## config.mk

```make
export PLATFORM = sky130hd
export DESIGN_NAME = jitter_ref_selector
export DESIGN_NICKNAME = d
export VERILOG_FILES = /design/src/rtl/refsel_pkg.sv /design/src/rtl/refsel_sync_edge.sv /design/src/rtl/refsel_presence.sv /design/src/rtl/refsel_select.sv /design/src/rtl/jitter_ref_selector.sv
export SDC_FILE = /design/constraint.sdc
export NUM_CORES = 1
export LEC_CHECK = 0
export ABC_AREA = 1
export BUFFER_PORTS_ARGS = -buffer_cell sky130_fd_sc_hd__buf_2
export CORE_AREA = 2 2 53 75
export CTS_CLUSTER_DIAMETER = 30
export DETAILED_ROUTE_END_ITERATION = 10
export DIE_AREA = 0 0 55 77
export HOLD_SLACK_MARGIN = 0.12
export PLACE_DENSITY = 0.82
export SYNTH_ARGS = -nofsm -noshare
export SYNTH_HDL_FRONTEND = slang
export SYNTH_SLANG_ARGS = --single-unit
```

## constraint.sdc

```tcl
create_clock -name clk -period 2.44 [get_ports clk]
set_clock_uncertainty 0.1 [all_clocks]
set_input_delay 0.122 -clock clk [delete_from_list [all_inputs] [get_ports clk]]
set_output_delay 0.122 -clock clk [all_outputs]
set_load 0.05 [all_outputs]
```

## src/rtl/refsel_pkg.sv

```systemverilog
package refsel_pkg;
  localparam int NUM_LINES = 4;
  localparam int LSEL_W    = $clog2(NUM_LINES);
  localparam int SEL_W     = NUM_LINES + 2;
  localparam int SRC_W     = NUM_LINES + 1;

  localparam logic [SEL_W-1:0] CODE_FREE = SEL_W'(1);
  localparam logic [SEL_W-1:0] CODE_SYNC = SEL_W'(2);

  typedef enum logic [1:0] {
    SRC_FREE = 2'd0,
    SRC_SYNC = 2'd1,
    SRC_LINE = 2'd2
  } src_e;

  function automatic logic [SEL_W-1:0] src_code(src_e src, logic [LSEL_W-1:0] lsel);
    logic [SEL_W-1:0] code;
    case (src)
      SRC_SYNC: code = CODE_SYNC;
      SRC_LINE: code = SEL_W'(4) << lsel;
      default:  code = CODE_FREE;
    endcase
    return code;
  endfunction
endpackage

```

## src/rtl/refsel_sync_edge.sv

```systemverilog
module refsel_sync_edge #(
  parameter int WIDTH  = 5,
  parameter int STAGES = 2
) (
  input  logic             clk,
  input  logic             rst_n,
  input  logic [WIDTH-1:0] async_in,
  output logic [WIDTH-1:0] rise
);
  for (genvar b = 0; b < WIDTH; b++) begin : g_bit
    logic [STAGES:0] chain;
    always_ff @(posedge clk or negedge rst_n) begin
      if (!rst_n) begin
        chain <= '0;
      end else begin
        chain <= {chain[STAGES-1:0], async_in[b]};
      end
    end
    assign rise[b] = chain[STAGES-1] & ~chain[STAGES];
  end
endmodule

```

## src/rtl/refsel_presence.sv

```systemverilog
module refsel_presence #(
  parameter int WIN_LO    = 256,
  parameter int WIN_HI    = 256,
  parameter int MIN_EDGES = 4
) (
  input  logic clk,
  input  logic rst_n,
  input  logic freq_sel,
  input  logic edge_in,
  output logic present
);
  localparam int WIN_MAX = (WIN_LO > WIN_HI) ? WIN_LO : WIN_HI;
  localparam int CW      = $clog2(WIN_MAX + 1);
  localparam int EW      = $clog2(MIN_EDGES + 1);
  localparam int EW1     = EW + 1;

  logic [CW-1:0]  win_last;
  logic [CW-1:0]  wcnt;
  logic [CW-1:0]  icnt;
  logic [EW-1:0]  ecnt;
  logic [EW1-1:0] esum;
  logic           hit;
  logic           wrap;
  logic           quiet;

  assign win_last = freq_sel ? CW'(WIN_HI - 1) : CW'(WIN_LO - 1);
  assign esum     = {1'b0, ecnt} + EW1'(edge_in);
  assign hit      = esum >= EW1'(MIN_EDGES);
  assign wrap     = wcnt >= win_last;
  assign quiet    = (icnt >= win_last) && !edge_in;

  // Window of counted edges
  always_ff @(posedge clk or negedge rst_n) begin
    if (!rst_n) begin
      wcnt <= '0;
      ecnt <= '0;
    end else if (wrap) begin
      wcnt <= '0;
      ecnt <= EW'(edge_in);
    end else begin
      wcnt <= wcnt + 1'b1;
      ecnt <= hit ? EW'(MIN_EDGES) : esum[EW-1:0];
    end
  end

  // Cycles since the last edge
  always_ff @(posedge clk or negedge rst_n) begin
    if (!rst_n) begin
      icnt <= '0;
    end else if (edge_in) begin
      icnt <= '0;
    end else if (icnt < win_last) begin
      icnt <= icnt + 1'b1;
    end
  end

  always_ff @(posedge clk or negedge rst_n) begin
    if (!rst_n) begin
      present <= 1'b0;
    end else if (hit) begin
      present <= 1'b1;
    end else if (quiet) begin
      present <= 1'b0;
    end
  end
endmodule

```

## src/rtl/refsel_select.sv

```systemverilog
module refsel_select
  import refsel_pkg::*;
(
  input  logic                 clk,
  input  logic                 rst_n,
  input  logic                 mode_master,
  input  logic                 los,
  input  logic                 auto_sw_dis,
  input  logic [LSEL_W-1:0]    line_sel,
  input  logic                 sync_present,
  input  logic                 sync_rise,
  input  logic [NUM_LINES-1:0] line_rise,
  output logic [SEL_W-1:0]     ref_sel,
  output logic                 ref_pulse
);
  src_e             src_next;
  logic [SEL_W-1:0] code_next;
  logic             keep_line;
  logic             cand_rise;

  assign keep_line = (!mode_master && !los) || (los && auto_sw_dis);

  always_comb begin
    if (keep_line) begin
      src_next = SRC_LINE;
    end else if (sync_present) begin
      src_next = SRC_SYNC;
    end else begin
      src_next = SRC_FREE;
    end
  end

  assign code_next = src_code(src_next, line_sel);
  assign cand_rise = |(ref_sel & {line_rise, sync_rise, 1'b0});

  always_ff @(posedge clk or negedge rst_n) begin
    if (!rst_n) begin
      ref_sel   <= CODE_FREE;
      ref_pulse <= 1'b0;
    end else begin
      ref_sel   <= code_next;
      ref_pulse <= (code_next == ref_sel) && cand_rise;
    end
  end
endmodule

```

## src/rtl/jitter_ref_selector.sv

```systemverilog
module jitter_ref_selector
  import refsel_pkg::*;
#(
  parameter int WIN_LO    = 256,
  parameter int WIN_HI    = 256,
  parameter int MIN_EDGES = 4,
  parameter int SYNC_FF   = 2
) (
  input  logic                 clk,
  input  logic                 rst_n,
  input  logic                 mode_master,
  input  logic                 los,
  input  logic                 auto_sw_dis,
  input  logic [LSEL_W-1:0]    line_sel,
  input  logic                 freq_sel,
  input  logic [NUM_LINES-1:0] line_clk,
  input  logic                 sync_clk,
  output logic [SEL_W-1:0]     ref_sel,
  output logic                 ref_pulse,
  output logic                 sync_present
);
  logic [SRC_W-1:0] rises;

  refsel_sync_edge #(
    .WIDTH  (SRC_W),
    .STAGES (SYNC_FF)
  ) u_edge (
    .clk      (clk),
    .rst_n    (rst_n),
    .async_in ({line_clk, sync_clk}),
    .rise     (rises)
  );

  refsel_presence #(
    .WIN_LO    (WIN_LO),
    .WIN_HI    (WIN_HI),
    .MIN_EDGES (MIN_EDGES)
  ) u_pres (
    .clk      (clk),
    .rst_n    (rst_n),
    .freq_sel (freq_sel),
    .edge_in  (rises[0]),
    .present  (sync_present)
  );

  refsel_select u_sel (
    .clk          (clk),
    .rst_n        (rst_n),
    .mode_master  (mode_master),
    .los          (los),
    .auto_sw_dis  (auto_sw_dis),
    .line_sel     (line_sel),
    .sync_present (sync_present),
    .sync_rise    (rises[0]),
    .line_rise    (rises[SRC_W-1:1]),
    .ref_sel      (ref_sel),
    .ref_pulse    (ref_pulse)
  );
endmodule

```

==> key figures <==
Global routing
  – Vias in the first global route: between 1000 and 1500
  – All-Layer GR Usage: 0.193
  – Initial antenna violation count: 0
  – Grt total ovfl: 0
  – Largest net degree at the start of global routing: 45
  – First-pass GRT wire length: 5880 microns

Critical path
  – Arr. time, crit path: 2.00 ns
  – CP Launch Type: flip-flop
  – Top Family by Delay on Critical Path: simple AND/OR/NAND/NOR gates
  – CP most frequent cell: nand2_1
  – CP max FO: 11
  – Critical path's slowest cell: dfrtp_1
  – Crit. End Element: flip-flop
  – R2r startpoint: u_pres.wcnt[0]
  – WS Path Type: flip-flop to flip-flop
  – Bufs and invs on worst path: 0
  – Crit-path cells: ha_1 -> nand3_1 -> nor2_1 -> nand2_1 -> nor3b_1 -> ha_1 -> nor2_1 -> nand2_2 -> nand2_1 -> nand2_1
  – CP required: 2.54 ns
  – Slowest stage delay, CP: about 0.41 ns
  – CP startpoint: u_pres.wcnt[0]

Finish
  – Final #Nets: about 270
  – Share of cells above drive strength 1: 0.175
  – Post-Layout Cell Count: 293
  – Area grow syn2layout: 19.4%
  – Diodes inserted: 0
  – Final design utilization: 0.658
  – Layout Cell Area excl Fill: 2360 sq um

STA
  – Worst slew margin: 0.379
  – Tightest Pin Transition: approximately 0.93 ns
  – Period utilization: 0.778
  – Setup tns final: 0 ns
  – RSZ-0062 raised after global routing: false
  – Final hold vios: 0
  – Max-slew violation count: 0
  – # setup viols final: 0
  – Fmax: about 530 MHz
  – Final setup margin: 0.542 ns
  – Minimum clock period: 1.90 ns
  – Hold slack: 0.254 ns

Hold path
  – HP Class: flip-flop to flip-flop
  – Hold wc startpoint: u_edge.g_bit[4].chain[0]

Placed design
  – RePlAce Congestion: 0.838
  – DP HPWL: 2370 microns
  – IO Port Bufs: 19
  – Place WS: 0.520 ns
  – Placement Cell Area: 2110 sq um
  – Placed Instances: between 200 and 300

Clock tree
  – TritonCTS clock tree: done
  – Clk_lat worst skew: 0.30 ns
  – Clock transition at path regs: 0.09 ns
  – Cts bufs inserted: 5
  – Sink Count: 44
  – H-tree depth: 2
  – Longest Clk Path Bufs: 2
  – CTS Root Cell: clkbuf_8

Outcome
  – Status: completed

Detailed routing
  – Total Wirelength: approximately 3600 microns
  – Wire per inst: 12.2 microns
  – DR vias/cell: ~5
  – Post-route ant nets: 0
  – Initial drt markers: 24
  – Drt drc: 0
  – Pre-antenna DRT Iters: 4
  – Vias: 1488

Synthesis
  – Synthesis-stage register bit count: 44
  – Register area share after synthesis: 0.559
  – Post-Syn Area: 1970 sq um
  – Synth warn: 0
  – Distinct cells, synth: 27
  – Post-synthesis async set-or-reset flop share: 1.00
  – Number of flops mapped to enable cells by yosys: 0
  – Post-Syn Instances: 212
  – Mean Syn Cell Area: 9.31 sq um
  – Ys flop type: dfrtp_1
  – Synthesized netlist net count: 231

Floorplan
  – DIE WIDTH: approximately 55 microns
  – Floorplan row count: 26
  – Core area: 3580 sq um
  – IO Count: 21
  – Die ar.: 4240 sq um
  – Die H: 77 microns
  – Starting density of the core: 0.551

Power
  – Total power draw: 1.63 mW
  – Maximum vdd ir drop: 718 uV
  – Lkg Pwr: 1.25 nW
  – PwrDens: roughly 700 nW/um^2

Run
  – Max Cap Viol: 0
[worst register-to-register path: stages, from the launching register on]
cell     delay, ns
dfrtp_1       0.41
ha_1          0.23
nand3_1       0.11
nor2_1        0.06
nand2_1       0.10
nor3b_1       0.06
ha_1          0.17
nor2_1        0.19
nand2_2       0.21
nand2_1       0.10
nand2_1       0.05
[cell type report]
| cell class | instances | area [sq um] |
|---|---|---|
| Inverter | 33 | 124 |
| Tap cell | 42 | 52.6 |
| Multi-Input combinational cell | 133 | 728 |
| Sequential cell | 44 | 1100 |
| Timing Repair Buffer | 33 | 233 |
| Clock inverter | 3 | 47.5 |
| Fill cell | 278 | 1220 |
| Clock buffer | 5 | 68.8 |
[logic make-up after synthesis]
logic type      synth area share
compound gates            0.0304
xor+xnor                  0.0311
fa+ha+maj                 0.0380
flops                      0.559
buf+inv                   0.0723
mux                      0.00507
simple gates               0.264
[final timing paths]
path,endpoint,slack [ns],depth (start not counted)
max in group asynchronous,u_pres.wcnt[4],1.27,2
max,u_pres.ecnt[0],0.54,10
min,u_edge.g_bit[4].chain[1],0.25,0
max reg2reg,u_pres.ecnt[0],0.54,10
min reg2reg,u_edge.g_bit[4].chain[1],0.25,0
min in group asynchronous,u_pres.icnt[4],0.39,2
[synthesized netlist by cell type, types with 2 or more instances]
master / number / area [sq um]
nor2_2: 7 / 43.8
ha_1: 6 / 75.1
nand2_4: 2 / 22.5
nand2_1: 42 / 158
xnor2_1: 2 / 17.5
xor2_1: 5 / 43.8
nand3b_1: 2 / 15.0
o21ai_0: 3 / 15.0
a21oi_1: 6 / 30.0
nor3_1: 2 / 10.0
nand3_1: 21 / 105
dfrtp_1: 43 / 1080
inv_1: 33 / 124
nor2_1: 23 / 86.3
nand3_2: 2 / 20.0
nand4_1: 2 / 12.5
[placed cells by master, fill, tap and decap left out, types with 3 or more instances in the layout]
| cell | n |
|---|---|
| o21ai_0 | 3 |
| xor2_1 | 5 |
| a21oi_1 | 6 |
| nor2_2 | 7 |
| buf_2 | 19 |
| inv_1 | 33 |
| dlygate4sd3_1 | 13 |
| clkbuf_8 | 5 |
| dfrtp_1 | 43 |
| nor2_1 | 23 |
| ha_1 | 6 |
| nand3_1 | 21 |
| nand2_1 | 42 |
[state kept, by name (all words and copies together), names as in the netlist]
| name | flops |
|---|---|
| u_sel.ref_pulse | 1 |
| u_pres.present | 1 |
| u_sel.ref_sel | 6 |
| u_pres.ecnt | 3 |
| u_edge.g_bit.chain | 15 |
| u_pres.wcnt | 9 |
| u_pres.icnt | 9 |
[power by group]
group	internal, mW	switching [mW]	leakage (nW)	total [mW]
Combinational	0.0918	0.136	0.648	0.227
Sequential	0.794	0.0440	0.543	0.838
Clock	0.308	0.261	0.0583	0.569
Total	1.19	0.440	1.25	1.63
[layer usage]
metal / vias to the layer above / global-route usage / part of all wire
met4: 0 / 0.0683 / 0.016
met2: 23 / 0.323 / 0.53
met3: 6 / 0.0545 / 0.035
li1: 742 / - / -
met1: 717 / 0.227 / 0.42
met5: - / 0 / 0
[timing repair]
action	CTS	global route
hold buffers	13	0
resized for setup	0	0
endpoints found under the hold margin	53	0
buffers inserted	0	0
(Power assumes the default switching activity.)
